## src/rtl/irq_ctl_pkg.sv

```systemverilog
// Package: shared types for the dual-path interrupt controller.
// Assumes: nothing beyond IEEE 1800-2017.
package irq_ctl_pkg;

    // Service path of a call.
    typedef enum logic {
        PATH_STD = 1'b0,
        PATH_XFR = 1'b1
    } irq_path_e;

endpackage

```

## src/rtl/irq_cfg_regs.sv

```systemverilog
// Module: enable bits, route bits and the two global enables, plus the
// save/restore and count-zero clear of route bits.
// Assumes: save_i has priority over restore_i, and restore_i over the
// individual writes; a count-zero clear wins over a same-cycle route write.
module irq_cfg_regs #(
    parameter int NUM_SRC = 15,
    parameter int IDX_W   = 4
) (
    input  logic               clk,
    input  logic               rst_n,
    input  logic               mask_wr_i,
    input  logic [NUM_SRC-1:0] mask_wdata_i,
    input  logic               sel_wr_i,
    input  logic [NUM_SRC-1:0] sel_wdata_i,
    input  logic               std_en_set_i,
    input  logic               std_en_clr_i,
    input  logic               xfr_en_set_i,
    input  logic               xfr_en_clr_i,
    input  logic               save_i,
    input  logic               restore_i,
    input  logic [NUM_SRC+1:0] restore_data_i,
    input  logic               cnt_zero_i,
    input  logic [IDX_W-1:0]   cnt_zero_idx_i,
    output logic [NUM_SRC-1:0] mask_q,
    output logic [NUM_SRC-1:0] sel_q,
    output logic               std_en_q,
    output logic               xfr_en_q,
    output logic [NUM_SRC+1:0] save_bus_o
);

    logic [NUM_SRC-1:0] zero_dec;
    logic [NUM_SRC-1:0] sel_d;

    // Decode the channel whose transfer count ran out.
    for (genvar k = 0; k < NUM_SRC; k++) begin : g_zero_dec
        assign zero_dec[k] = cnt_zero_i && (cnt_zero_idx_i == IDX_W'(k));
    end

    // Next route bits: a software write, then the hardware clear on count zero.
    always_comb begin
        sel_d = sel_wr_i ? sel_wdata_i : sel_q;
        sel_d = sel_d & ~zero_dec;
    end

    // Route bit register.
    always_ff @(posedge clk) begin
        if (!rst_n) sel_q <= '0;
        else        sel_q <= sel_d;
    end

    // Enable bits with save-clear and restore.
    always_ff @(posedge clk) begin
        if (!rst_n)         mask_q <= '0;
        else if (save_i)    mask_q <= '0;
        else if (restore_i) mask_q <= restore_data_i[NUM_SRC-1:0];
        else if (mask_wr_i) mask_q <= mask_wdata_i;
    end

    // Standard-path global enable.
    always_ff @(posedge clk) begin
        if (!rst_n)            std_en_q <= 1'b0;
        else if (save_i)       std_en_q <= 1'b0;
        else if (restore_i)    std_en_q <= restore_data_i[NUM_SRC];
        else if (std_en_set_i) std_en_q <= 1'b1;
        else if (std_en_clr_i) std_en_q <= 1'b0;
    end

    // Transfer-path global enable.
    always_ff @(posedge clk) begin
        if (!rst_n)            xfr_en_q <= 1'b0;
        else if (save_i)       xfr_en_q <= 1'b0;
        else if (restore_i)    xfr_en_q <= restore_data_i[NUM_SRC+1];
        else if (xfr_en_set_i) xfr_en_q <= 1'b1;
        else if (xfr_en_clr_i) xfr_en_q <= 1'b0;
    end

    assign save_bus_o = {xfr_en_q, std_en_q, mask_q};


    sel_clear_chk: assert property (@(posedge clk) disable iff (!rst_n)
        cnt_zero_i |=> ((sel_q & $past(zero_dec)) == '0));


    save_clear_chk: assert property (@(posedge clk) disable iff (!rst_n)
        save_i |=> (mask_q == '0) && !std_en_q && !xfr_en_q);

endmodule

```

## src/rtl/irq_pend_regs.sv

```systemverilog
// Module: pending latches for the maskable sources and the nonmaskable source.
// Assumes: the clear vector is one-hot or zero; a request in the same cycle
// as its clear keeps the bit set.
module irq_pend_regs #(
    parameter int NUM_SRC = 15
) (
    input  logic               clk,
    input  logic               rst_n,
    input  logic [NUM_SRC-1:0] req_i,
    input  logic               nmi_req_i,
    input  logic               pend_wr_i,
    input  logic [NUM_SRC-1:0] pend_wdata_i,
    input  logic [NUM_SRC-1:0] clr_vec_i,
    input  logic               nmi_clr_i,
    output logic [NUM_SRC-1:0] pend_q,
    output logic               nmi_pend_q
);

    logic [NUM_SRC-1:0] pend_d;

    // Next pending bits: write, then the service clear, then new requests.
    always_comb begin
        pend_d = pend_wr_i ? pend_wdata_i : pend_q;
        pend_d = (pend_d & ~clr_vec_i) | req_i;
    end

    // Maskable pending register.
    always_ff @(posedge clk) begin
        if (!rst_n) pend_q <= '0;
        else        pend_q <= pend_d;
    end

    // Nonmaskable pending latch.
    always_ff @(posedge clk) begin
        if (!rst_n) nmi_pend_q <= 1'b0;
        else        nmi_pend_q <= (nmi_pend_q & ~nmi_clr_i) | nmi_req_i;
    end


    req_latch_chk: assert property (@(posedge clk) disable iff (!rst_n)
        (req_i != '0) |=> ((pend_q & $past(req_i)) == $past(req_i)));


    nmi_latch_chk: assert property (@(posedge clk) disable iff (!rst_n)
        nmi_req_i |=> nmi_pend_q);

endmodule

```

## src/rtl/irq_prio_pick.sv

```systemverilog
// Module: eligibility and priority selection. The highest index eligible
// source wins; a pending nonmaskable request overrides all of them.
// Assumes: all inputs are register outputs (no combinational loop back).
module irq_prio_pick
    import irq_ctl_pkg::*;
#(
    parameter int NUM_SRC = 15,
    parameter int IDX_W   = 4
) (
    input  logic               clk,
    input  logic               rst_n,
    input  logic [NUM_SRC-1:0] pend_i,
    input  logic [NUM_SRC-1:0] mask_i,
    input  logic [NUM_SRC-1:0] sel_i,
    input  logic               std_en_i,
    input  logic               xfr_en_i,
    input  logic               nmi_pend_i,
    output logic               win_valid_o,
    output logic [IDX_W-1:0]   win_idx_o,
    output logic [NUM_SRC-1:0] win_oh_o,
    output irq_path_e          win_path_o,
    output logic               win_nmi_o
);

    localparam logic [IDX_W-1:0] NMI_IDX = IDX_W'(NUM_SRC);

    logic [NUM_SRC-1:0] elig;

    // Per-source eligibility: pending, enabled and its path globally on.
    for (genvar k = 0; k < NUM_SRC; k++) begin : g_elig
        assign elig[k] = pend_i[k] & mask_i[k] & (sel_i[k] ? xfr_en_i : std_en_i);
    end

    // Winner index, scanning upward so the last hit is the highest index.
    always_comb begin
        win_valid_o = nmi_pend_i;
        win_idx_o   = NMI_IDX;
        if (!nmi_pend_i) begin
            win_idx_o = '0;
            for (int k = 0; k < NUM_SRC; k++) begin
                if (elig[k]) begin
                    win_valid_o = 1'b1;
                    win_idx_o   = IDX_W'(k);
                end
            end
        end
    end

    // One-hot grant, scanning downward and blocking below the first hit.
    always_comb begin
        logic seen;
        seen     = nmi_pend_i;
        win_oh_o = '0;
        for (int k = NUM_SRC - 1; k >= 0; k--) begin
            win_oh_o[k] = elig[k] & ~seen;
            seen        = seen | elig[k];
        end
    end

    assign win_nmi_o  = nmi_pend_i;
    assign win_path_o = (!nmi_pend_i && ((win_oh_o & sel_i) != '0)) ? PATH_XFR : PATH_STD;


    grant_onehot_chk: assert property (@(posedge clk) disable iff (!rst_n)
        $onehot0(win_oh_o) && (win_valid_o == ((win_oh_o != '0) || nmi_pend_i)));

endmodule

```

## src/rtl/irq_call_seq.sv

```systemverilog
// Module: call sequencer. Issues the call at an instruction boundary,
// keeps the one-instruction inhibit, forms the vector and raises the
// end-of-transfer request.
// Assumes: instr_done_i is high for one cycle per completed instruction.
module irq_call_seq
    import irq_ctl_pkg::*;
#(
    parameter int              NUM_SRC  = 15,
    parameter int              IDX_W    = 4,
    parameter int              VEC_W    = 16,
    parameter logic [VEC_W-1:0] STD_BASE = 16'h2000,
    parameter logic [VEC_W-1:0] XFR_BASE = 16'h2040,
    parameter logic [VEC_W-1:0] NMI_VEC  = 16'h203E
) (
    input  logic             clk,
    input  logic             rst_n,
    input  logic             instr_done_i,
    input  logic             std_en_set_i,
    input  logic             save_i,
    input  logic             win_valid_i,
    input  logic [IDX_W-1:0] win_idx_i,
    input  irq_path_e        win_path_i,
    input  logic             win_nmi_i,
    input  logic             std_en_i,
    input  logic             cnt_zero_i,
    input  logic [IDX_W-1:0] cnt_zero_idx_i,
    output logic             fire_o,
    output logic             call_o,
    output irq_path_e        call_path_o,
    output logic [IDX_W-1:0] call_idx_o,
    output logic [VEC_W-1:0] call_vec_o,
    output logic             eot_req_o,
    output logic [IDX_W-1:0] eot_idx_o
);

    localparam logic [VEC_W-1:0] XFR_END = XFR_BASE + VEC_W'(2 * NUM_SRC);

    logic             inhib_q;
    logic [VEC_W-1:0] vec_d;

    // Call decision: boundary, no inhibit, nothing that sets one now.
    assign fire_o = win_valid_i & instr_done_i & ~inhib_q & ~std_en_set_i & ~save_i;

    // Vector address of the current winner.
    always_comb begin
        if (win_nmi_i)                vec_d = NMI_VEC;
        else if (win_path_i == PATH_XFR) vec_d = XFR_BASE + (VEC_W'(win_idx_i) << 1);
        else                          vec_d = STD_BASE + (VEC_W'(win_idx_i) << 1);
    end

    // One-instruction inhibit after a call, a standard enable or a save.
    always_ff @(posedge clk) begin
        if (!rst_n)                              inhib_q <= 1'b0;
        else if (fire_o || std_en_set_i || save_i) inhib_q <= 1'b1;
        else if (instr_done_i)                   inhib_q <= 1'b0;
    end

    // Call strobe.
    always_ff @(posedge clk) begin
        if (!rst_n) call_o <= 1'b0;
        else        call_o <= fire_o;
    end

    // Call attributes, held until the next call.
    always_ff @(posedge clk) begin
        if (!rst_n) begin
            call_path_o <= PATH_STD;
            call_idx_o  <= '0;
            call_vec_o  <= '0;
        end else if (fire_o) begin
            call_path_o <= win_path_i;
            call_idx_o  <= win_idx_i;
            call_vec_o  <= vec_d;
        end
    end

    // End-of-transfer request, gated by the standard global enable.
    always_ff @(posedge clk) begin
        if (!rst_n) begin
            eot_req_o <= 1'b0;
            eot_idx_o <= '0;
        end else begin
            eot_req_o <= cnt_zero_i & std_en_i;
            if (cnt_zero_i) eot_idx_o <= cnt_zero_idx_i;
        end
    end


    no_back2back_chk: assert property (@(posedge clk) disable iff (!rst_n)
        call_o |=> !call_o);


    inhibit_src_chk: assert property (@(posedge clk) disable iff (!rst_n)
        call_o |-> !$past(save_i) && !$past(std_en_set_i));


    boundary_chk: assert property (@(posedge clk) disable iff (!rst_n)
        call_o |-> $past(instr_done_i));


    xfr_range_chk: assert property (@(posedge clk) disable iff (!rst_n)
        (call_o && call_path_o == PATH_XFR) |-> (call_vec_o >= XFR_BASE) && (call_vec_o < XFR_END));


    eot_gate_chk: assert property (@(posedge clk) disable iff (!rst_n)
        eot_req_o |-> $past(std_en_i) && $past(cnt_zero_i));

endmodule

```

## src/rtl/irq_dual_ctrl.sv

```systemverilog
// Module: top of the dual-path prioritized interrupt controller. Wires the
// configuration registers, pending latches, priority picker and call
// sequencer together.
// Assumes: synchronous active-low reset; one instruction boundary pulse per
// completed instruction.
module irq_dual_ctrl
    import irq_ctl_pkg::*;
#(
    parameter int              NUM_SRC  = 15,
    parameter int              VEC_W    = 16,
    parameter logic [VEC_W-1:0] STD_BASE = 16'h2000,
    parameter logic [VEC_W-1:0] XFR_BASE = 16'h2040,
    parameter logic [VEC_W-1:0] NMI_VEC  = 16'h203E
) (
    input  logic                         clk,
    input  logic                         rst_n,
    input  logic [NUM_SRC-1:0]           req_i,
    input  logic                         nmi_req_i,
    input  logic                         mask_wr_i,
    input  logic [NUM_SRC-1:0]           mask_wdata_i,
    input  logic                         sel_wr_i,
    input  logic [NUM_SRC-1:0]           sel_wdata_i,
    input  logic                         pend_wr_i,
    input  logic [NUM_SRC-1:0]           pend_wdata_i,
    input  logic                         std_en_set_i,
    input  logic                         std_en_clr_i,
    input  logic                         xfr_en_set_i,
    input  logic                         xfr_en_clr_i,
    input  logic                         save_i,
    input  logic                         restore_i,
    input  logic [NUM_SRC+1:0]           restore_data_i,
    input  logic                         cnt_zero_i,
    input  logic [$clog2(NUM_SRC+1)-1:0] cnt_zero_idx_i,
    input  logic                         instr_done_i,
    output logic                         call_o,
    output logic                         call_path_o,
    output logic [$clog2(NUM_SRC+1)-1:0] call_idx_o,
    output logic [VEC_W-1:0]             call_vec_o,
    output logic                         eot_req_o,
    output logic [$clog2(NUM_SRC+1)-1:0] eot_idx_o,
    output logic [NUM_SRC+1:0]           save_bus_o
);

    localparam int IDX_W = $clog2(NUM_SRC + 1);

    logic [NUM_SRC-1:0] mask_q, sel_q, pend_q, win_oh, clr_vec, call_dec;
    logic               std_en_q, xfr_en_q, nmi_pend_q;
    logic               win_valid, win_nmi, fire;
    logic [IDX_W-1:0]   win_idx;
    irq_path_e          win_path, call_path;

    irq_cfg_regs #(.NUM_SRC(NUM_SRC), .IDX_W(IDX_W)) u_cfg (
        .clk(clk), .rst_n(rst_n),
        .mask_wr_i(mask_wr_i), .mask_wdata_i(mask_wdata_i),
        .sel_wr_i(sel_wr_i), .sel_wdata_i(sel_wdata_i),
        .std_en_set_i(std_en_set_i), .std_en_clr_i(std_en_clr_i),
        .xfr_en_set_i(xfr_en_set_i), .xfr_en_clr_i(xfr_en_clr_i),
        .save_i(save_i), .restore_i(restore_i), .restore_data_i(restore_data_i),
        .cnt_zero_i(cnt_zero_i), .cnt_zero_idx_i(cnt_zero_idx_i),
        .mask_q(mask_q), .sel_q(sel_q), .std_en_q(std_en_q), .xfr_en_q(xfr_en_q),
        .save_bus_o(save_bus_o)
    );

    // Service clear of the winning pending bit on the call edge.
    assign clr_vec = fire ? win_oh : '0;

    irq_pend_regs #(.NUM_SRC(NUM_SRC)) u_pend (
        .clk(clk), .rst_n(rst_n),
        .req_i(req_i), .nmi_req_i(nmi_req_i),
        .pend_wr_i(pend_wr_i), .pend_wdata_i(pend_wdata_i),
        .clr_vec_i(clr_vec), .nmi_clr_i(fire & win_nmi),
        .pend_q(pend_q), .nmi_pend_q(nmi_pend_q)
    );

    irq_prio_pick #(.NUM_SRC(NUM_SRC), .IDX_W(IDX_W)) u_pick (
        .clk(clk), .rst_n(rst_n),
        .pend_i(pend_q), .mask_i(mask_q), .sel_i(sel_q),
        .std_en_i(std_en_q), .xfr_en_i(xfr_en_q), .nmi_pend_i(nmi_pend_q),
        .win_valid_o(win_valid), .win_idx_o(win_idx), .win_oh_o(win_oh),
        .win_path_o(win_path), .win_nmi_o(win_nmi)
    );

    irq_call_seq #(
        .NUM_SRC(NUM_SRC), .IDX_W(IDX_W), .VEC_W(VEC_W),
        .STD_BASE(STD_BASE), .XFR_BASE(XFR_BASE), .NMI_VEC(NMI_VEC)
    ) u_seq (
        .clk(clk), .rst_n(rst_n),
        .instr_done_i(instr_done_i), .std_en_set_i(std_en_set_i), .save_i(save_i),
        .win_valid_i(win_valid), .win_idx_i(win_idx), .win_path_i(win_path),
        .win_nmi_i(win_nmi), .std_en_i(std_en_q),
        .cnt_zero_i(cnt_zero_i), .cnt_zero_idx_i(cnt_zero_idx_i),
        .fire_o(fire), .call_o(call_o), .call_path_o(call_path),
        .call_idx_o(call_idx_o), .call_vec_o(call_vec_o),
        .eot_req_o(eot_req_o), .eot_idx_o(eot_idx_o)
    );

    assign call_path_o = (call_path == PATH_XFR);

    // Decode of the called index, used only by the checks below.
    for (genvar k = 0; k < NUM_SRC; k++) begin : g_call_dec
        assign call_dec[k] = (call_idx_o == IDX_W'(k));
    end


    mask_gate_chk: assert property (@(posedge clk) disable iff (!rst_n)
        (call_o && call_idx_o != IDX_W'(NUM_SRC)) |-> ((call_dec & $past(mask_q)) != '0));


    std_gate_chk: assert property (@(posedge clk) disable iff (!rst_n)
        (call_o && !call_path_o && call_idx_o != IDX_W'(NUM_SRC)) |-> $past(std_en_q));


    xfr_gate_chk: assert property (@(posedge clk) disable iff (!rst_n)
        (call_o && call_path_o) |-> $past(xfr_en_q));


    nmi_first_chk: assert property (@(posedge clk) disable iff (!rst_n)
        (call_o && $past(nmi_pend_q)) |-> (call_idx_o == IDX_W'(NUM_SRC)));

endmodule

```

## config.mk

```make
export PLATFORM = sky130hd
export DESIGN_NAME = irq_dual_ctrl
export DESIGN_NICKNAME = d
export VERILOG_FILES = /design/src/rtl/irq_ctl_pkg.sv /design/src/rtl/irq_cfg_regs.sv /design/src/rtl/irq_pend_regs.sv /design/src/rtl/irq_prio_pick.sv /design/src/rtl/irq_call_seq.sv /design/src/rtl/irq_dual_ctrl.sv
export SDC_FILE = /design/constraint.sdc
export NUM_CORES = 1
export LEC_CHECK = 0
export BUFFER_PORTS_ARGS = -buffer_cell sky130_fd_sc_hd__buf_2
export CAP_MARGIN = 40
export CORE_MARGIN = 2
export CORE_UTILIZATION = 55
export CTS_BUF_LIST = sky130_fd_sc_hd__clkbuf_4 sky130_fd_sc_hd__clkbuf_8
export DETAILED_ROUTE_END_ITERATION = 12
export GPL_ROUTABILITY_DRIVEN = 0
export GPL_TIMING_DRIVEN = 0
export PLACE_DENSITY_LB_ADDON = 0.3
export SYNTH_ARGS = -nofsm -noshare
export SYNTH_HDL_FRONTEND = slang
export SYNTH_SLANG_ARGS = --single-unit
```

## constraint.sdc

```tcl
create_clock -name clk -period 3.5 [get_ports clk]
set_input_delay 0 -clock clk [delete_from_list [all_inputs] [get_ports clk]]
set_output_delay 0 -clock clk [all_outputs]
set_load 0.005 [all_outputs]
```

Yosys cells after proc, flatten, opt, wreduce, memory -nomap -nowiden
Index checks and enable logic that the tools add are counted. Widths: inputs -> output; s select.

Flip-flop bits (word level): 76. Bits of input ports: 95. Output and inout bits: 44.

$add $sub $neg: 2. Equality and inequality tests: 14. Muxes and demuxes: 62. Bitwise operators: 93. Reductions and logical operators: 26.

Operators by type and width (number): $mux 15 (5); $and 1x1->1 (52); $and 15x15->15 (3); $mux 1 (41); $mux 16 (2); $mux 4 (8); $add 14x5->15 const A (2); $not 15->15 (2); $eq 4x4->1 const B (7); $not 1->1 (20); $eq 4x3->1 const B (4); $logic_and 1x1->1 (16); $or 1x1->1 (15); $or 15x15->15 (1); $reduce_bool 15->1 (1); $mux 3 (4); $eq 4x2->1 const B (2); $reduce_bool 3->1 (2); $eq 4x1->1 const B (1); $logic_not 4->1 (1); $mux 2 (2); $reduce_bool 2->1 (2); $logic_or 1x1->1 (2); $reduce_or 2->1 (1); $logic_not 1->1 (1).

Longest topological paths before layout
Gate-level depths: netlist of run 1.

Word-level depth: 26. Gate-level depth with buffers: 9. Depth with buffers taken out: 6.

Hierarchy
A second synthesis of run 1 with hierarchy kept.

Cells, all modules: 466. Area total of the unflattened synthesis: 4160.2 µm².

Modules (own cells, without submodules): irq_cfg_regs (times used 1, cells each 152, area each 1609.0 µm²); irq_prio_pick (times used 1, cells each 131, area each 834.6 µm²); irq_call_seq (times used 1, cells each 83, area each 822.0 µm²); irq_pend_regs (times used 1, cells each 83, area each 768.2 µm²); irq_dual_ctrl (times used 1, cells each 17, area each 126.4 µm²).

Least setup slack after synthesis of run 1
Ideal clock, no wire load.

Path kind: register -> register. Start point: reg u_cfg.std_en_q. End point: reg u_pend.pend_q[2]. Setup time: 115 ps. Arrival: 2082 ps. Setup slack: 1303 ps. Cell stages (with the launch flop): 9. Buffers on the path: 2. Period minus slack after synthesis: 2197 ps. Cell sequence: dfxtp_1 > buf_6 > mux2_2 > and3_4 > buf_6 > or4_4 > nor4b_4 > a41oi_1 > o21a_1.

Cells in the longest elaborated chain, start to end: 26.

Ends and longest elaborated chain: start, declared (line irq_cfg_regs.sv:26) `output logic std_en_q,`; start signal, assigned (line irq_cfg_regs.sv:63) `else if (restore_i) std_en_q <= restore_data_i[NUM_SRC];`; $mux 1 (line irq_prio_pick.sv:31) `assign elig[k] = pend_i[k] & mask_i[k] & (sel_i[k] ? xfr_en_i : std_en_i);`; $and 1x1->1 (line irq_prio_pick.sv:31); $mux 1 (15 in a row) (line irq_prio_pick.sv:41) `if (elig[k]) begin`; $mux 1 (line irq_prio_pick.sv:38) `if (!nmi_pend_i) begin`; $and 1x1->1 (4 in a row) (line irq_call_seq.sv:42) `assign fire_o = win_valid_i & instr_done_i & ~inhib_q & ~std_en_set_i & ~save_i;`; $mux 15 * (line irq_dual_ctrl.sv:65) `assign clr_vec = fire ? win_oh : '0;`; $not 15->15 * (line irq_pend_regs.sv:24) `pend_d = (pend_d & ~clr_vec_i) | req_i;`; $and 15x15->15 * (line irq_pend_regs.sv:24); $or 15x15->15 * (line irq_pend_regs.sv:24); end signal, assigned (line irq_pend_regs.sv:30) `else pend_q <= pend_d;`; end, declared (line irq_pend_regs.sv:15) `output logic [NUM_SRC-1:0] pend_q,`.

Every way passes the cells marked *; elsewhere a longest branch is shown, timed or not. A chain may end at the register's enable or synchronous reset.

Worst setup path after layout of run 1
Start point: reg u_cfg.std_en_q. End point: reg u_seq.inhib_q.

Cells in the longest elaborated chain, start to end: 25.

Ends and longest elaborated chain: $mux 1 (line irq_prio_pick.sv:31); $and 1x1->1 (line irq_prio_pick.sv:31); $mux 1 (14 in a row) (line irq_prio_pick.sv:41); $mux 1 * (line irq_prio_pick.sv:41); $mux 1 * (line irq_prio_pick.sv:38); $and 1x1->1 * (4 in a row) (line irq_call_seq.sv:42); $logic_or 1x1->1 * (2 in a row) (line irq_call_seq.sv:54) `else if (fire_o || std_en_set_i || save_i) inhib_q <= 1'b1;`; $mux 1 or $reduce_bool 2->1 (tied branches); end signal, assigned (line irq_call_seq.sv:53) `if (!rst_n) inhib_q <= 1'b0;`; end signal, assigned (line irq_call_seq.sv:54); end signal, assigned (line irq_call_seq.sv:55) `else if (instr_done_i) inhib_q <= 1'b0;`; end, declared (line irq_call_seq.sv:38) `logic inhib_q;`.

Marks and branches as above.

==> results.ini, run 1 <==
[clocking]
cts-buffers-inserted = 9
post_cts_buffers = 0
clock_sinks = 62
cts.path.max_buffers = 2
cts_tree = yes
insertion_delay_ns = 0.34
clk_pin_slew_ns = 0.07
holdBufCountCts = 41
root_buffer = clkbuf_8
cts.htree.levels = 3
ctsResizeCount = 0

[setup_path]
max_stage_delay_ns = 0.61
worstReg2RegStart = u_cfg.std_en_q
endpoint_kind = flip-flop
worst-path-stages = 8
crit_required_ns = 3.72
critPathLaunchType = flip-flop
cp_max_fo = 10
crit_type = reg2reg
cp_slowest_cell = nor4b_1
crit_path_start = u_cfg.std_en_q
worstPathArrival_ns = 3.38
critPathTopFamily = compound AO/OA/AOI/OAI gates
r2r_cells = 8
path_cells = buf_6 -> buf_4 -> mux2i_1 -> o22ai_1 -> nor4b_1 -> a31oi_2 -> o41a_1 -> dlygate4sd3_1
rrSetupSlack_ns = 0.34
crit_buf_inv = 3

[sta]
fin_crit_ns = 3.16
setup_tns_ns = 0
drv_slew = 0
slew_headroom = 0.464
rsz0062_at_grt = false
tightest_slew_ns = 0.804
setup_viol = 0
clock.fmax_mhz = 317
min_period_over_period = 0.902
hold_viol_final = 0
fin_skew_ns = 0.0132

[detailed_routing]
wirelength_mm = 11.3
vias = 3945
routedWlPerCell_um = 16.5
drt_first_iter_violations = 234
drtAntennaViolNets = 0
viasPerCell = 5.74
first_pass_iters = 5
drc_errors = 0

[global_route]
grt_max_degree = 11
grt_pass1_wl_mm = 17.8
antenna_found_initial = 0
overflow = 0
grtUsageTotal = 0.312
grt_pass1_vias = 3836

[final_layout]
antenna-diode-count = 0
stdcell_count = 687
post-route-util = 0.784
drive_gt1_frac = 0.310
final_cell_mix = buf_2, dfxtp_1, nor2_1, a21oi_1, dlygate4sd3_1
area_growth_pct = 38.9
final_common_cell = buf_2
fillers = 430
nNetsFinal = 700

[floorplanning]
initial_core_util = 0.565
core_area_mm2 = 0.00631
num_rows = 29
die_h_um = 84.5
io_pins = 139
die-area_mm2 = 0.00714
die_w_um = 84.5

[power_and_ir_drop]
irDropWorstVdd_uv = 308
power_density_mw_per_mm2 = 363
p_leak_nw = 2.28

[placement]
dp_hpwl_mm = 7.89
port_buffers = 125
dp_cells = 630

[logic_synthesis]
async_reset_ff_frac = 0
ys_warn_count = 0
yosysSeqAreaShare = 0.348
synth_edf_count = 0
ys.flop_type = dfxtp_1
ys_ff_latch = 62
syn_avg_cell_area_um2 = 8.49
syn_inst = 420
synth.distinct_cells = 53
synth_area_mm2 = 0.00356

[hold_path]
worst_hold_path.num_cells = 5
hold_start = xfr_en_set_i
hold_class = in2reg

[run]
drv_cap = 0

[status]
outcome = complete, no violations

worst reg2reg max path, stage by stage (launching register included):
cell and delay (ns):
dfxtp_1 0.33, buf_6 0.14, buf_4 0.18, mux2i_1 0.21
o22ai_1 0.21, nor4b_1 0.61, a31oi_2 0.36, o41a_1 0.45
dlygate4sd3_1 0.55
synth_stat cells (3+ instances only):
cell type,count,share of area
nor3b_1,3,0.0063
and3_1,8,0.014
buf_6,3,0.0095
o21a_1,10,0.021
a31oi_1,11,0.019
clkbuf_1,18,0.019
nor3_1,7,0.0098
o21ai_0,15,0.021
nand2b_1,18,0.032
nand3_1,9,0.013
dfxtp_1,62,0.35
o22ai_1,3,0.0053
nor2b_1,9,0.016
nand2_1,17,0.018
o211ai_1,17,0.036
inv_1,4,0.0042
a21oi_1,46,0.065
nor2_1,48,0.051
and2_1,4,0.0070
buf_4,17,0.036
mux2i_1,32,0.090
mux2_2,16,0.051
nand4_1,5,0.0088
metrics by stage:
step / power (mW) / cell area (um^2) / hold slack [ns] / setup WS (ns)
final: 1.80 / 4950 / 0.0117 / 0.342
after global routing: 1.85 / 4950 / 0.0652 / 0.0746
after CTS: 1.79 / 4950 / 0.00971 / 0.396
after detailed placement: 1.06 / 4320 / 0.215 / 0.840
after global placement: 1.05 / 4320 / 0.209 / 0.841
after floorplan: 0.951 / 3590 / 0.101 / 1.30
cells by family after synthesis:
logic type | after synthesis | share of synthesized area
flops | 62 | 0.348
mux | 49 | 0.147
compound gates | 118 | 0.208
simple gates | 144 | 0.221
buf+inv | 46 | 0.0748
other cells | 1 | 0.00105
where the power goes:
group          total [mW]  switching (mW)  internal, mW
clock               0.704           0.269         0.434
combinational       0.310           0.143         0.167
sequential          0.785          0.0392         0.746
metal layers:
metal / up-vias / routed length (um) / share of wire / GRT usage
li1: 1879 / - / - / -
met1: 1823 / 4620 / 0.41 / 0.366
met2: 218 / 5550 / 0.49 / 0.551
met3: 25 / 915 / 0.081 / 0.0619
met4: 0 / 256 / 0.023 / 0.136
met5: - / 0 / 0 / 0
area by class of cell:
cell class	count	area (um^2)	area share
flip-flops and latches	62	1240	0.251
multi-input cells	320	2090	0.422
repair buffers	166	1040	0.209
well taps	77	96.3	0.0195
clock inverters	4	70.1	0.0142
clock buffers	12	153	0.0308
inverters	4	15.0	0.00303
plain buffers	42	251	0.0508
worst paths after layout:
check / end
hold reg to reg: u_seq.call_vec_o[13]
setup reg to reg: u_seq.inhib_q
hold / removal: u_cfg.xfr_en_q
setup / recovery: u_seq.inhib_q
flip-flops by register name (all words and copies together) (netlist names):
signal,flops
u_cfg.mask_q,15
u_cfg.sel_q,15
u_pend.pend_q,15
u_seq.call_vec_o,4
u_seq.eot_idx_o,4
u_seq.call_idx_o,3
u_cfg.std_en_q,1
u_cfg.xfr_en_q,1
u_pend.nmi_pend_q,1
u_seq.call_o,1
u_seq.eot_req_o,1
u_seq.inhib_q,1
No activity file was read; power rests on OpenSTA's default activity.
==> run 2: changes to the inputs <==
--- a/config.mk
+++ b/config.mk
@@ -8,7 +8,7 @@
 export BUFFER_PORTS_ARGS = -buffer_cell sky130_fd_sc_hd__buf_2
 export CAP_MARGIN = 40
 export CORE_MARGIN = 2
-export CORE_UTILIZATION = 55
+export CORE_UTILIZATION = 45
 export CTS_BUF_LIST = sky130_fd_sc_hd__clkbuf_4 sky130_fd_sc_hd__clkbuf_8
 export DETAILED_ROUTE_END_ITERATION = 12
 export GPL_ROUTABILITY_DRIVEN = 0
==> run 2 against run 1 <==
  * Setup slack improved by 0.042 ns
  * Non-clock buffer count unchanged
  * Clock skew is 0.0081 ns lower
  * Fmax is 1.3% higher
  * Via count down 3.8%
  * Routed wire length decreased by 1.3%
  * Critical path depth unchanged
  * Total power shrank 5.2%
  * Sequential cell count is the same
  * Critical path type unchanged
==> results.ini, run 2 (synthesized netlist as in run 1, its figures left out) <==
[status]
outcome = complete, no violations  ; unchanged

[placement]
dp_hpwl_mm = 8.19  ; was 7.89 mm
place_area_mm2 = 0.00435  ; was 0.00432 mm^2
dp_cells = 655  ; was 630
port_buffers = 125  ; unchanged

[clocking]
cts.htree.levels = 3  ; unchanged
clock_sinks = 62  ; unchanged
clk_pin_slew_ns = 0.07  ; about the same
cts_tree = yes  ; unchanged
cts-buffers-inserted = 9  ; unchanged
cts.path.max_buffers = 2  ; unchanged
root_buffer = clkbuf_8  ; unchanged
insertion_delay_ns = 0.34  ; about the same

[final_layout]
post-route-util = 0.643  ; was 0.784
area_growth_pct = 38.8  ; was 38.9%
largestRegisters = u_cfg.mask_q x15, u_cfg.sel_q x15, u_pend.pend_q x15  ; unchanged
stdcell_count = 711  ; was 687
antenna-diode-count = 0  ; unchanged
final_cell_mix = buf_2, dfxtp_1, nor2_1, a21oi_1, dlygate4sd3_1  ; unchanged
drive_gt1_frac = 0.309  ; was 0.310
fillers = 657  ; was 430
finalInstanceArea_mm2 = 0.00495  ; about the same
final_common_cell = buf_2  ; unchanged
nNetsFinal = 700  ; unchanged

[floorplanning]
io_pins = 139  ; unchanged
die-area_mm2 = 0.00865  ; was 0.00714 mm^2
initial_core_util = 0.464  ; was 0.565
core_area_mm2 = 0.00769  ; was 0.00631 mm^2
die_h_um = 93  ; was 84.5 um
die_w_um = 93  ; was 84.5 um
num_rows = 32  ; was 29

[hold_path]
hold_class = in2reg  ; unchanged

[detailed_routing]
first_pass_iters = 5  ; unchanged
viasPerCell = 5.34  ; was 5.74
drtAntennaViolNets = 0  ; unchanged
wirelength_mm = 11.2  ; was 11.3 mm
vias = 3796  ; was 3945
drt_first_iter_violations = 314  ; was 234
routedWlPerCell_um = 15.7  ; was 16.5 um
drc_errors = 0  ; unchanged

[sta]
clock.fmax_mhz = 321  ; was 317 MHz
slew_headroom = 0.461  ; was 0.464
setup_viol = 0  ; unchanged
fin_skew_ns = 0.00510  ; was 0.0132 ns
rsz0062_at_grt = false  ; unchanged
fin_crit_ns = 3.12  ; was 3.16 ns
tightest_slew_ns = 0.809  ; was 0.804 ns
setup_tns_ns = 0  ; unchanged
hold_viol_final = 0  ; unchanged
drv_slew = 0  ; unchanged
hold_ws_ns = 0.0234  ; was 0.0117 ns
min_period_over_period = 0.890  ; was 0.902

[power_and_ir_drop]
p_int_mw = 1.25  ; was 1.35 mW
p_leak_nw = 2.26  ; was 2.28 nW
switching_share = 0.266  ; was 0.251
irDropWorstVdd_uv = 197  ; was 308 uV
combPwrFrac = 0.180  ; was 0.172
power_frac_seq = 0.461  ; was 0.436
power_density_mw_per_mm2 = 345  ; was 363 mW/mm^2
p_switching_mw = 0.454  ; was 0.451 mW
clockPowerShare = 0.360  ; was 0.391

[setup_path]
worstPathArrival_ns = 3.34  ; was 3.38 ns
crit_type = reg2reg  ; unchanged
crit_required_ns = 3.72  ; about the same
endpoint_kind = flip-flop  ; unchanged
cp_max_fo = 10  ; unchanged
critPathLaunchType = flip-flop  ; unchanged

[global_route]
overflow = 0  ; unchanged
grt_pass1_vias = 3603  ; was 3836
grt_max_degree = 11  ; unchanged
grtUsageTotal = 0.256  ; was 0.312
antenna_found_initial = 0  ; unchanged
grt_pass1_wl_mm = 17.3  ; was 17.8 mm

[run]
drv_cap = 0  ; unchanged

==> run 2: per-layer routing <==
layer	GRT usage	wire length, um	share of wire	vias up
met1	0.326	4930	0.44	1714
met4	0.109	284	0.025	0
met5	0	0	0	-
li1	-	-	-	1875
met2	0.425	5180	0.46	183
met3	0.0467	801	0.072	24
==> run 2: timing repair <==
item,in CTS,in global routing
buffers inserted,0,0
endpoints found under the hold margin,39,0
resized for setup,0,0
hold buffers,41,0
==> run 2: power groups by stage <==
stage	clock network [mW]	registers [mW]	logic, mW
2_1_floorplan	0	0.787	0.164
3_3_place_gp	0	0.797	0.259
3_5_place_dp	0	0.799	0.265
4_1_cts	0.618	0.784	0.303
5_1_grt	0.645	0.789	0.337
6_report	0.613	0.786	0.307
==> run 2: critical path, cell delays in order (launching register included) <==
cell and delay, ns:
dfxtp_1 0.32, buf_6 0.14, buf_4 0.18, mux2i_1 0.18, o22ai_1 0.21, nor4b_1 0.61, a31oi_2 0.35, o41a_1 0.44
dlygate4sd3_1 0.56
==> run 2: per-stage QoR <==
stage          power, mW  setup WS, ns
6_report            1.71         0.384
2_1_floorplan      0.951          1.30
4_1_cts             1.70         0.464
3_5_place_dp        1.06         0.865
5_1_grt             1.77         0.312
3_3_place_gp        1.06         0.863
==> run 2: final cells by class <==
cell class                      instances  area [um^2]  area share
Sequential cell                        62         1240       0.251
Inverter                                4         15.0     0.00304
Timing Repair Buffer                  166         1040       0.209
Tap cell                              102          128      0.0258
Clock buffer                           10          138      0.0278
Multi-Input combinational cell        320         2090       0.422
Clock inverter                          5         50.0      0.0101
Buffer                                 42          251      0.0508
==> run 2: path summary, 6_finish.rpt <==
kind                             start  cells past startpoint  slack [ns]                    to
setup / recovery        u_cfg.std_en_q                      8        0.38         u_seq.inhib_q
hold reg to reg   u_seq.call_vec_o[13]                      1        0.46  u_seq.call_vec_o[13]
setup reg to reg        u_cfg.std_en_q                      8        0.38         u_seq.inhib_q
hold / removal         mask_wdata_i[7]                      5        0.02       u_cfg.mask_q[7]
==> run 3: changes to the inputs <==
--- a/config.mk
+++ b/config.mk
@@ -14,6 +14,7 @@
 export GPL_ROUTABILITY_DRIVEN = 0
 export GPL_TIMING_DRIVEN = 0
 export PLACE_DENSITY_LB_ADDON = 0.3
+export RECOVER_POWER = 50
 export SYNTH_ARGS = -nofsm -noshare
 export SYNTH_HDL_FRONTEND = slang
 export SYNTH_SLANG_ARGS = --single-unit
==> run 3 against run 2 <==
  * Critical path depth unchanged
  * Sequential share of layout area is 0.076 points higher
  * Design area is 0.30% lower
  * Sequential power is essentially flat
  * Clock power about the same
  * Combinational power about the same
  * Largest power group unchanged
  * Sequential cell count did not move
  * Clock-buffer cell count stayed put
  * Critical endpoint unchanged
  * Register-to-register slack better by 0.02 ns
  * Die area did not move
  * Routed wire length decreased by 0.70%
==> results.ini, run 3 (synthesized netlist as in run 1, its figures left out) <==
[sta]
min_period_over_period = 0.885  ; was 0.890
hold_viol_final = 0  ; unchanged
clock.fmax_mhz = 323  ; was 321 MHz
fin_crit_ns = 3.10  ; was 3.12 ns
drv_slew = 0  ; unchanged
fin_skew_ns = 0.00564  ; was 0.00510 ns
setup_viol = 0  ; unchanged
slew_headroom = 0.461  ; about the same
tightest_slew_ns = 0.808  ; was 0.809 ns
rsz0062_at_grt = false  ; unchanged
setup_tns_ns = 0  ; unchanged
worst_slack_ns = 0.402  ; was 0.384 ns
hold_ws_ns = 0.0217  ; was 0.0234 ns

[power_and_ir_drop]
irDropWorstVdd_uv = 197  ; about the same
power_density_mw_per_mm2 = 345  ; about the same
power_mw = 1.70  ; was 1.71 mW
p_leak_nw = 2.21  ; was 2.26 nW

[detailed_routing]
drt_first_iter_violations = 316  ; was 314
routedWlPerCell_um = 15.6  ; was 15.7 um
drc_errors = 0  ; unchanged
wirelength_mm = 11.1  ; was 11.2 mm
drtAntennaViolNets = 0  ; unchanged
first_pass_iters = 4  ; was 5
viasPerCell = 5.38  ; was 5.34
vias = 3824  ; was 3796

[global_route]
grt_max_degree = 11  ; unchanged
antenna_found_initial = 0  ; unchanged
gr-usage-met2 = 0.425  ; unchanged
use_met3 = 0.0467  ; unchanged
grt_pass1_wl_mm = 17.3  ; unchanged
overflow = 0  ; unchanged
grt_use_met1 = 0.326  ; unchanged
busiest_layer = met2  ; unchanged
grtUsageTotal = 0.256  ; unchanged
grt_pass1_vias = 3603  ; unchanged

[floorplanning]
die-area_mm2 = 0.00865  ; unchanged
die_h_um = 93  ; unchanged
io_pins = 139  ; unchanged
die_w_um = 93  ; unchanged
core_area_mm2 = 0.00769  ; unchanged
initial_core_util = 0.464  ; unchanged
num_rows = 32  ; unchanged

[clocking]
cts.htree.levels = 3  ; unchanged
cts_tree = yes  ; unchanged
cts-buffers-inserted = 9  ; unchanged
root_buffer = clkbuf_8  ; unchanged
insertion_delay_ns = 0.34  ; about the same
ctsResizeCount = 0  ; unchanged
clk_pin_slew_ns = 0.07  ; about the same
clock_sinks = 62  ; unchanged
cts.path.max_buffers = 2  ; unchanged

[final_layout]
final_cell_mix = buf_2, dfxtp_1, nor2_1, a21oi_1, dlygate4sd3_1  ; unchanged
drive_gt1_frac = 0.289  ; was 0.309
largestRegisters = u_cfg.mask_q x15, u_cfg.sel_q x15, u_pend.pend_q x15  ; unchanged
finalInstanceArea_mm2 = 0.00493  ; was 0.00495 mm^2
fillers = 662  ; was 657
antenna-diode-count = 0  ; unchanged
final_common_cell = buf_2  ; unchanged
post-route-util = 0.641  ; was 0.643
area_growth_pct = 38.3  ; was 38.8%
nNetsFinal = 700  ; unchanged
stdcell_count = 711  ; unchanged

[setup_path]
critPathTopFamily = compound AO/OA/AOI/OAI gates  ; unchanged
crit_type = reg2reg  ; unchanged
critPathLaunchType = flip-flop  ; unchanged
worstPathArrival_ns = 3.32  ; was 3.34 ns
endpoint_kind = flip-flop  ; unchanged
cp_slowest_cell = nor4b_1  ; unchanged
cp_max_fo = 10  ; unchanged
crit_buf_inv = 3  ; unchanged
max_stage_delay_ns = 0.61  ; about the same
crit_required_ns = 3.72  ; about the same
path_cells = buf_6 -> buf_4 -> mux2i_1 -> o22ai_1 -> nor4b_1 -> a31oi_2 -> o41a_1 -> dlygate4sd3_1  ; unchanged

[hold_path]
hold_class = in2reg  ; unchanged

[placement]
dp_cells = 655  ; unchanged
place_ws_ns = 0.865  ; unchanged
dp_hpwl_mm = 8.19  ; unchanged
place_area_mm2 = 0.00435  ; unchanged
port_buffers = 125  ; unchanged

[run]
drv_cap = 0  ; unchanged

[status]
outcome = complete, no violations  ; unchanged

==> run 3: cell types whose count changed in the layout (fill, tap and decap cells not counted), sizes merged <==
cell    previous run  this run
buf              148       129
clkbuf            28        47
==> run 3: tightest hold or removal path: cells and delay by family <==
family          cells  cell delay (ns)
compound gates      1             0.04
buf+inv             1             0.08
mux                 1             0.06
simple gates        2             0.15
==> run 3: worst paths after layout <==
| path | startpoint | endpoint | slack [ns] | depth (start not counted) |
|---|---|---|---|---|
| worst max-delay path | u_cfg.std_en_q | u_seq.inhib_q | 0.40 | 8 |
| worst min-delay path | mask_wdata_i[7] | u_cfg.mask_q[7] | 0.02 | 5 |
| worst max register to register | u_cfg.std_en_q | u_seq.inhib_q | 0.40 | 8 |
| worst min register to register | u_seq.call_vec_o[13] | u_seq.call_vec_o[13] | 0.46 | 1 |
==> run 3: area by class of cell <==
class                           instances  area, um^2  share of cell area
Buffer                                 42         251              0.0510
Clock buffer                           10         138              0.0279
Clock inverter                          5        50.0              0.0101
Inverter                                4        15.0             0.00304
Multi-Input combinational cell        320        2090               0.423
Sequential cell                        62        1240               0.252
Tap cell                              102         128              0.0259
Timing Repair Buffer                  166        1020               0.207
==> run 3: where the power goes <==
part | internal (mW) | switching (mW) | leakage (nW)
clock | 0.339 | 0.273 | 0.102
sequential | 0.746 | 0.0400 | 0.512
combinational | 0.166 | 0.139 | 1.60
total | 1.25 | 0.452 | 2.21
==> run 3: layer usage <==
| metal | vias to the layer above | wire (um) | share of wire |
|---|---|---|---|
| li1 | 1880 | - | - |
| met1 | 1735 | 4840 | 0.44 |
| met2 | 183 | 5120 | 0.46 |
| met3 | 26 | 869 | 0.078 |
| met4 | 0 | 287 | 0.026 |
| met5 | - | 0 | 0 |
==> run 3: repair_timing <==
item,CTS,global route
hold endpoints to repair,39,0
hold buffers,41,0
buffers inserted,0,0
